--- src/rtl/irqf_pkg.sv ---
package irqf_pkg;

    localparam int IRQF_ADDR_W = 2;

    typedef enum logic [IRQF_ADDR_W-1:0] {
        REG_FLAG = 2'd0,
        REG_SET  = 2'd1,
        REG_CLR  = 2'd2,
        REG_ENA  = 2'd3
    } irqf_reg_e;

    typedef struct packed {
        logic set_wr;
        logic clr_wr;
        logic ena_wr;
        logic rc_rd;
        logic plain_clr_rd;
    } irqf_strobe_t;

endpackage

--- src/rtl/irqf_decode.sv ---
module irqf_decode
    import irqf_pkg::*;
(
    input  logic                   sel_i,
    input  logic                   wr_i,
    input  logic [IRQF_ADDR_W-1:0] addr_i,
    input  logic                   rc_mode_i,
    output irqf_strobe_t           strb_o
);
    irqf_reg_e reg_sel;

    always_comb begin
        reg_sel              = irqf_reg_e'(addr_i);
        strb_o               = '0;
        strb_o.set_wr        = sel_i && wr_i && (reg_sel == REG_SET);
        strb_o.clr_wr        = sel_i && wr_i && (reg_sel == REG_CLR);
        strb_o.ena_wr        = sel_i && wr_i && (reg_sel == REG_ENA);
        strb_o.rc_rd         = sel_i && !wr_i && (reg_sel == REG_CLR) && rc_mode_i;
        strb_o.plain_clr_rd  = sel_i && !wr_i && (reg_sel == REG_CLR) && !rc_mode_i;
    end
endmodule

--- src/rtl/irqf_flag_store.sv ---
module irqf_flag_store
    import irqf_pkg::*;
#(
    parameter int W = 32
) (
    input  logic         clk,
    input  logic         rst,
    input  logic [W-1:0] hw_evt_i,
    input  irqf_strobe_t strb_i,
    input  logic [W-1:0] wdata_i,
    output logic [W-1:0] flags_o,
    output logic [W-1:0] en_o
);
    logic [W-1:0] flags_q, en_q;
    logic [W-1:0] set_mask, clr_mask, flags_d;

    always_comb begin
        set_mask = strb_i.set_wr ? wdata_i : '0;
        if (strb_i.clr_wr)
            clr_mask = wdata_i;
        else if (strb_i.rc_rd)
            clr_mask = flags_q;
        else
            clr_mask = '0;
        // events are ORed last so they survive any clear in the same cycle
        flags_d = (flags_q & ~clr_mask) | set_mask | hw_evt_i;
    end

    always_ff @(posedge clk) begin
        if (rst) begin
            flags_q <= '0;
            en_q    <= '0;
        end else begin
            flags_q <= flags_d;
            if (strb_i.ena_wr)
                en_q <= wdata_i;
        end
    end

    assign flags_o = flags_q;
    assign en_o    = en_q;


    evt_sets_flag_chk: assert property (@(posedge clk) disable iff (rst)
        (|hw_evt_i) |=> ((flags_q & $past(hw_evt_i)) == $past(hw_evt_i)));


    set_write_chk: assert property (@(posedge clk) disable iff (rst)
        strb_i.set_wr |=> ((flags_q & $past(wdata_i)) == $past(wdata_i)));


    clr_write_chk: assert property (@(posedge clk) disable iff (rst)
        strb_i.clr_wr |=> ((flags_q & $past(wdata_i) & ~$past(hw_evt_i)) == '0));


    read_clear_chk: assert property (@(posedge clk) disable iff (rst)
        strb_i.rc_rd |=> ((flags_q & $past(flags_q) & ~$past(hw_evt_i)) == '0));


    ena_write_chk: assert property (@(posedge clk) disable iff (rst)
        strb_i.ena_wr |=> (en_q == $past(wdata_i)));
endmodule

--- src/rtl/irqf_req_gen.sv ---
module irqf_req_gen #(
    parameter int W = 32
) (
    input  logic         clk,
    input  logic         rst,
    input  logic [W-1:0] flags_i,
    input  logic [W-1:0] en_i,
    output logic         irq_o
);
    logic irq_q;

    always_ff @(posedge clk) begin
        if (rst)
            irq_q <= 1'b0;
        else
            irq_q <= |(flags_i & en_i);
    end

    assign irq_o = irq_q;


    irq_latency_chk: assert property (@(posedge clk) disable iff (rst)
        $past(!rst) |-> (irq_q == $past(|(flags_i & en_i))));
endmodule

--- src/rtl/irq_flag_bank.sv ---
module irq_flag_bank
    import irqf_pkg::*;
#(
    parameter int W = 32
) (
    input  logic                   clk,
    input  logic                   rst,
    input  logic [W-1:0]           evt_i,
    input  logic                   bus_sel_i,
    input  logic                   bus_wr_i,
    input  logic [IRQF_ADDR_W-1:0] bus_addr_i,
    input  logic [W-1:0]           bus_wdata_i,
    output logic [W-1:0]           bus_rdata_o,
    input  logic                   rdclr_mode_i,
    output logic                   irq_o
);
    irqf_strobe_t strb;
    logic [W-1:0] flags, en;

    irqf_decode u_decode (
        .sel_i     (bus_sel_i),
        .wr_i      (bus_wr_i),
        .addr_i    (bus_addr_i),
        .rc_mode_i (rdclr_mode_i),
        .strb_o    (strb)
    );

    irqf_flag_store #(.W(W)) u_store (
        .clk      (clk),
        .rst      (rst),
        .hw_evt_i (evt_i),
        .strb_i   (strb),
        .wdata_i  (bus_wdata_i),
        .flags_o  (flags),
        .en_o     (en)
    );

    irqf_req_gen #(.W(W)) u_req (
        .clk     (clk),
        .rst     (rst),
        .flags_i (flags),
        .en_i    (en),
        .irq_o   (irq_o)
    );

    always_comb begin
        bus_rdata_o = '0;
        if (bus_sel_i && !bus_wr_i) begin
            unique case (irqf_reg_e'(bus_addr_i))
                REG_FLAG: bus_rdata_o = flags;
                REG_CLR:  bus_rdata_o = rdclr_mode_i ? flags : '0;
                REG_ENA:  bus_rdata_o = en;
                default:  bus_rdata_o = '0;
            endcase
        end
    end


    plain_clr_read_chk: assert property (@(posedge clk) disable iff (rst)
        (strb.plain_clr_rd && (evt_i == '0)) |=> (flags == $past(flags)));


    flag_write_ignored_chk: assert property (@(posedge clk) disable iff (rst)
        (bus_sel_i && bus_wr_i && (bus_addr_i == REG_FLAG) && (evt_i == '0))
            |=> (flags == $past(flags)));
endmodule

--- config.mk ---
export PLATFORM = sky130hd
export DESIGN_NAME = irq_flag_bank
export DESIGN_NICKNAME = d
export VERILOG_FILES = /design/src/rtl/irqf_pkg.sv /design/src/rtl/irqf_decode.sv /design/src/rtl/irqf_flag_store.sv /design/src/rtl/irqf_req_gen.sv /design/src/rtl/irq_flag_bank.sv
export SDC_FILE = /design/constraint.sdc
export NUM_CORES = 1
export LEC_CHECK = 0
export ABC_CLOCK_PERIOD_IN_PS = 1210
export BUFFER_PORTS_ARGS = -buffer_cell sky130_fd_sc_hd__buf_4
export CORE_MARGIN = 4
export CORE_UTILIZATION = 46
export DETAILED_ROUTE_END_ITERATION = 10
export PLACE_DENSITY = 0.83
export SETUP_SLACK_MARGIN = 0.02
export SLEW_MARGIN = 20
export SYNTH_ARGS = -nofsm -noshare
export SYNTH_HDL_FRONTEND = slang
export SYNTH_SLANG_ARGS = --single-unit
--- constraint.sdc ---
create_clock -name clk -period 1.21 [get_ports clk]
set_clock_uncertainty 0.05 [all_clocks]
set_input_delay 0.0605 -clock clk [delete_from_list [all_inputs] [get_ports clk]]
set_output_delay 0.0605 -clock clk [all_outputs]
set_load 0.03 [all_outputs]
# After elaboration in Yosys (flattened, before gate mapping)
# Cells that the tools add are included.
# op_classes
muxes	6
n_eq_ne	3
n_bitwise	5
reduce_logical	10
# ops
op	count
2-to-1 mux 32 bit	5
case mux 32 bit (3 select lines)	1
bitwise AND 32 bit	2
bitwise OR 32 bit	2
inverter 32 bit	1
OR reduction 32 bit	1
logical AND 1 bit	7
== test 2 bit, second input constant	2
== test 2 x 1 -> 1 bit, second input constant	1
zero test 2 bit	1
zero test 1 bit	1
# word_totals
register_bits	65
word_cells	27
inputBits	71
output_inout_bits	33

# Logic depth before layout (Yosys ltp)
# depth
depth_word	10
depth_mapped	5
mapped_depth_nobuf	3

# Cells and area by module
# Synthesis repeated with hierarchy kept, for this count alone.
# unflattened
cells_unflattened	425
hier_area_um2	4057.6
# modules_own_cells
mod	n_inst	area_per_inst_um2	seq_area_each_um2	cells_per_inst
irqf_flag_store	1	3121.7	1281.2	280
irq_flag_bank	1	700.7	0.0	113
irqf_req_gen	1	185.2	20.0	23
irqf_decode	1	50.0	0.0	9

# Least setup slack after synthesis
# No wires, ideal clock.
# synth_timing
path_kind	reg2reg
start	reg u_store.flags_q[21] (netlist: u_store.flags_o[21])
end	reg u_req.irq_q (netlist: u_req.irq_o)
required_time_ns	1.035
stages_incl_launch_ff	4
slack_ns	0.067
period_less_slack_ns	1.143
setup_time_ns	0.125
arrival_time_ns	0.968
path_buffers	0
path_cell_list	dfxtp_1 a22oi_1 nand4_1 o41a_1
# synth_via
elab_chain_len	2
# synth_lines
item	line	text
from (decl)	irqf_flag_store.sv:14	logic [W-1:0] flags_q, en_q;
from (signal assigned)	irqf_flag_store.sv:34	flags_q <= flags_d;
bitwise AND 32 bit	irqf_req_gen.sv:16	irq_q <= |(flags_i & en_i);
OR reduction 32 bit	irqf_req_gen.sv:16	
to (signal assigned)	irqf_req_gen.sv:16	
to (decl)	irqf_req_gen.sv:10	logic irq_q;
# No other way between the ends.
# A chain may end at the register's enable or synchronous reset.

# Worst setup path in the final report
# layout_timing
start	reg u_store.en_q[19] (netlist: u_store.en_o[19])
end	out bus_rdata_o[19]
# layout_via
elab_chain_len	2
# layout_lines
item	line	text
from (decl)	irqf_flag_store.sv:14	
from (signal assigned)	irqf_flag_store.sv:36	en_q <= wdata_i;
case mux 32 bit (3 select lines)	irq_flag_bank.sv:49	unique case (irqf_reg_e'(bus_addr_i))
2-to-1 mux 32 bit	irq_flag_bank.sv:48	if (bus_sel_i && !bus_wr_i) begin
to (decl)	irq_flag_bank.sv:13	output logic [W-1:0] bus_rdata_o,
# No other way between the ends.

==> results.cfg <==
[run_status]
status = finished with violations
violations = negative setup slack

[routing]
drc_errors = 0
dr.pass1.iters = 6
wl_mm = 15.5
initialDrtViolationCount = 581
ant_nets = 0
dr_total_vias = 4613
viasPerCell = 6.35
wl_per_cell_um = 21.4

[clock_tree]
cts_sinks = 65
cts_inserted_buffers = 9
cts_root_buf = clkbuf_8
cts_tree = done
h-tree-depth = 3
insertion_delay_ns = 0.35
clockBufferDepth = 2
clk_pin_slew_ns = 0.08

[critical_path]
startpoint = u_store.en_o[19]
crit_required_ns = 1.10
reg2reg_depth = 3
endpoint_kind = output port
arrival_ns = 1.23
timing.rr.start = u_store.flags_o[26]
critPathMaxFanout = 2
start_kind = register
worst-setup-path-type = register to output port

[finish]
multi_input_area_mm2 = 0.00180
nets = 696
regArea_mm2 = 0.00137
stdcell_area_mm2 = 0.00569
n_fill_cell = 359
drive_gt1_frac = 0.405
syn_to_final_growth_pct = 73.1
num_antenna_cells = 0

[synthesis]
synth_compound_gate_area_share = 0.358
synth_area_mm2 = 0.00329
ys_types = 22
muxShareOfSynthArea = 0
yosysWarnings = 0
syn_area_per_cell_um2 = 7.70
synth_top_family_by_area = compound AO/OA/AOI/OAI gates
synth_xor_area_frac = 0
ys_ff_latch = 65
netlist_instances = 427
synthSimpleGateAreaFrac = 0.138
synthAdderAreaFrac = 0
syn-num-nets = 498
synth-seq-area-share = 0.396

[grt]
grt_usage = 0.335
grt_pass1_vias = 4586
overflow = 0
grt_pass1_wl_mm = 22.7
grt_start_max_net_pins = 35
antenna_found_initial = 0

[floorplanning]
core-area_mm2 = 0.00687
fp-row-count = 30
initial_utilization = 0.479
dieArea_mm2 = 0.00856
die_h_um = 92.5
io_pins = 104
die-width_um = 92.5

[place]
place_area_mm2 = 0.00443
post-place-ws_ns = -0.0514
place_hpwl_mm = 8.17
gp_congestion = 0.871
numPortBuffers = 103

[timing]
worstMarginPinSlew_ns = 0.300
maxSlewHeadroom = 0.800
timing.hold.ws_ns = 0.0441
hold_viol_final = 0
fin_crit_sh = 1.11
post-route-worst-setup-slack_ns = -0.132
slew_viol_final = 0
timing.fmax_mhz = 745
setup_violations = 28
rsz0062_at_grt = true
post-route-min-period_ns = 1.34

[pwr]
p_leak_nw = 2.38
p_per_area_mw_per_mm2 = 1010
peakVddDrop_uv = 654

[hold_path]
hold_class = primary input to register
hold_depth = 3
hp-start = evt_i[13]

[job]
drv_cap = 0
## report_power, final
group          switching [mW]  leakage (nW)  internal, mW
clock network           0.914         0.113          1.22
logic                   0.599          1.71         0.652
registers               0.109         0.552          2.26
## cell families (layout without fill, tap and decap cells)
| kind of cell | count (synthesis) | in the layout |
|---|---|---|
| AOI/OAI and AO/OA | 178 | 178 |
| DFF | 65 | 65 |
| buffers and inverters | 76 | 278 |
| and+or+nand+nor | 108 | 109 |
## critical path, stage by stage (launching register included)
cell and delay [ns]:
dfxtp_2 0.34, buf_6 0.11, a32oi_2 0.18, nor2_1 0.08, buf_4 0.17
## final cells by class
| type | instances | share of cell area |
|---|---|---|
| clock buffers | 10 | 0.0242 |
| clock inverters | 6 | 0.0158 |
| inverters | 35 | 0.0231 |
| multi-input cells | 287 | 0.316 |
| flip-flops and latches | 65 | 0.241 |
| well taps | 96 | 0.0211 |
| repair buffers | 227 | 0.359 |
## cells in the mapped netlist
master | count | share of area
nand4_1 | 5 | 0.0095
clkbuf_1 | 18 | 0.021
a32oi_1 | 32 | 0.085
buf_4 | 4 | 0.0091
and2_1 | 1 | 0.0019
buf_6 | 5 | 0.017
and4_1 | 1 | 0.0027
a21oi_1 | 96 | 0.15
buf_2 | 14 | 0.021
a22oi_1 | 16 | 0.037
o221ai_1 | 32 | 0.085
and4b_1 | 1 | 0.0030
inv_1 | 35 | 0.040
dfxtp_1 | 65 | 0.40
nand4b_1 | 1 | 0.0027
nor2_1 | 32 | 0.037
nand2_1 | 64 | 0.073
o41a_1 | 1 | 0.0034
nand4bb_1 | 1 | 0.0034
nor2b_1 | 1 | 0.0019
o21ai_1 | 1 | 0.0015
or2b_4 | 1 | 0.0034
## cell usage in the layout, fill, tap and decap left out
master / instances
buf_6: 18
a22oi_1: 10
and4_1: 1
inv_1: 35
o221ai_1: 32
inv_6: 1
a32oi_2: 16
nand4_1: 5
o41a_1: 1
clkinv_4: 1
bufinv_16: 2
dfxtp_1: 14
and4b_1: 1
dfxtp_4: 2
a21oi_1: 96
nand4b_1: 1
clkinv_2: 1
dlygate4sd3_1: 64
o21ai_2: 1
dfxtp_2: 49
a32oi_1: 16
buf_4: 136
a22oi_2: 6
nand4bb_1: 1
nor2b_1: 1
nand2_1: 64
nor2_1: 32
clkbuf_8: 10
and2_1: 1
or2b_4: 2
clkinvlp_4: 1
buf_12: 9
## stage by stage
stage / TNS [ns] / util / power, mW / instances
after CTS: -1.83 / 0.808 / 5.60 / 723
final: -1.95 / 0.828 / 5.76 / 726
after global routing: -3.15 / 0.828 / 5.92 / 726
after floorplan: 0 / - / 2.78 / 427
after global placement: -0.0417 / 0.644 / 3.25 / 632
after detailed placement: -0.226 / 0.644 / 3.27 / 632
## state kept, by name, summed over array words and instances (netlist names)
signal and cells:
u_req.irq_o 1, u_store.flags_o 32, u_store.en_o 32
## worst paths after layout
check | endpoint | slack (ns)
worst min-delay path | u_store.flags_o[13] | 0.04
worst min register to register | u_store.en_o[12] | 0.44
worst max register to register | u_req.irq_o | -0.12
worst max-delay path | bus_rdata_o[19] | -0.13
## routing by layer
metal	share of wire	vias up	track usage	wire, um
met4	0.058	0	0.182	902
li1	-	1956	-	-
met1	0.34	2116	0.398	5300
met5	0	-	0	0
met2	0.48	435	0.556	7420
met3	0.12	106	0.0780	1890
## repair_timing
action                                  4_1_cts  5_1_grt
endpoints found under the setup margin       33       33
hold buffers                                 64        0
hold endpoints to repair                     63        0
gates resized for setup                      64       30
pin swaps                                    50       27
gates cloned                                  1        0
setup buffers                                10        3
Power figures use the tool's default switching activity.
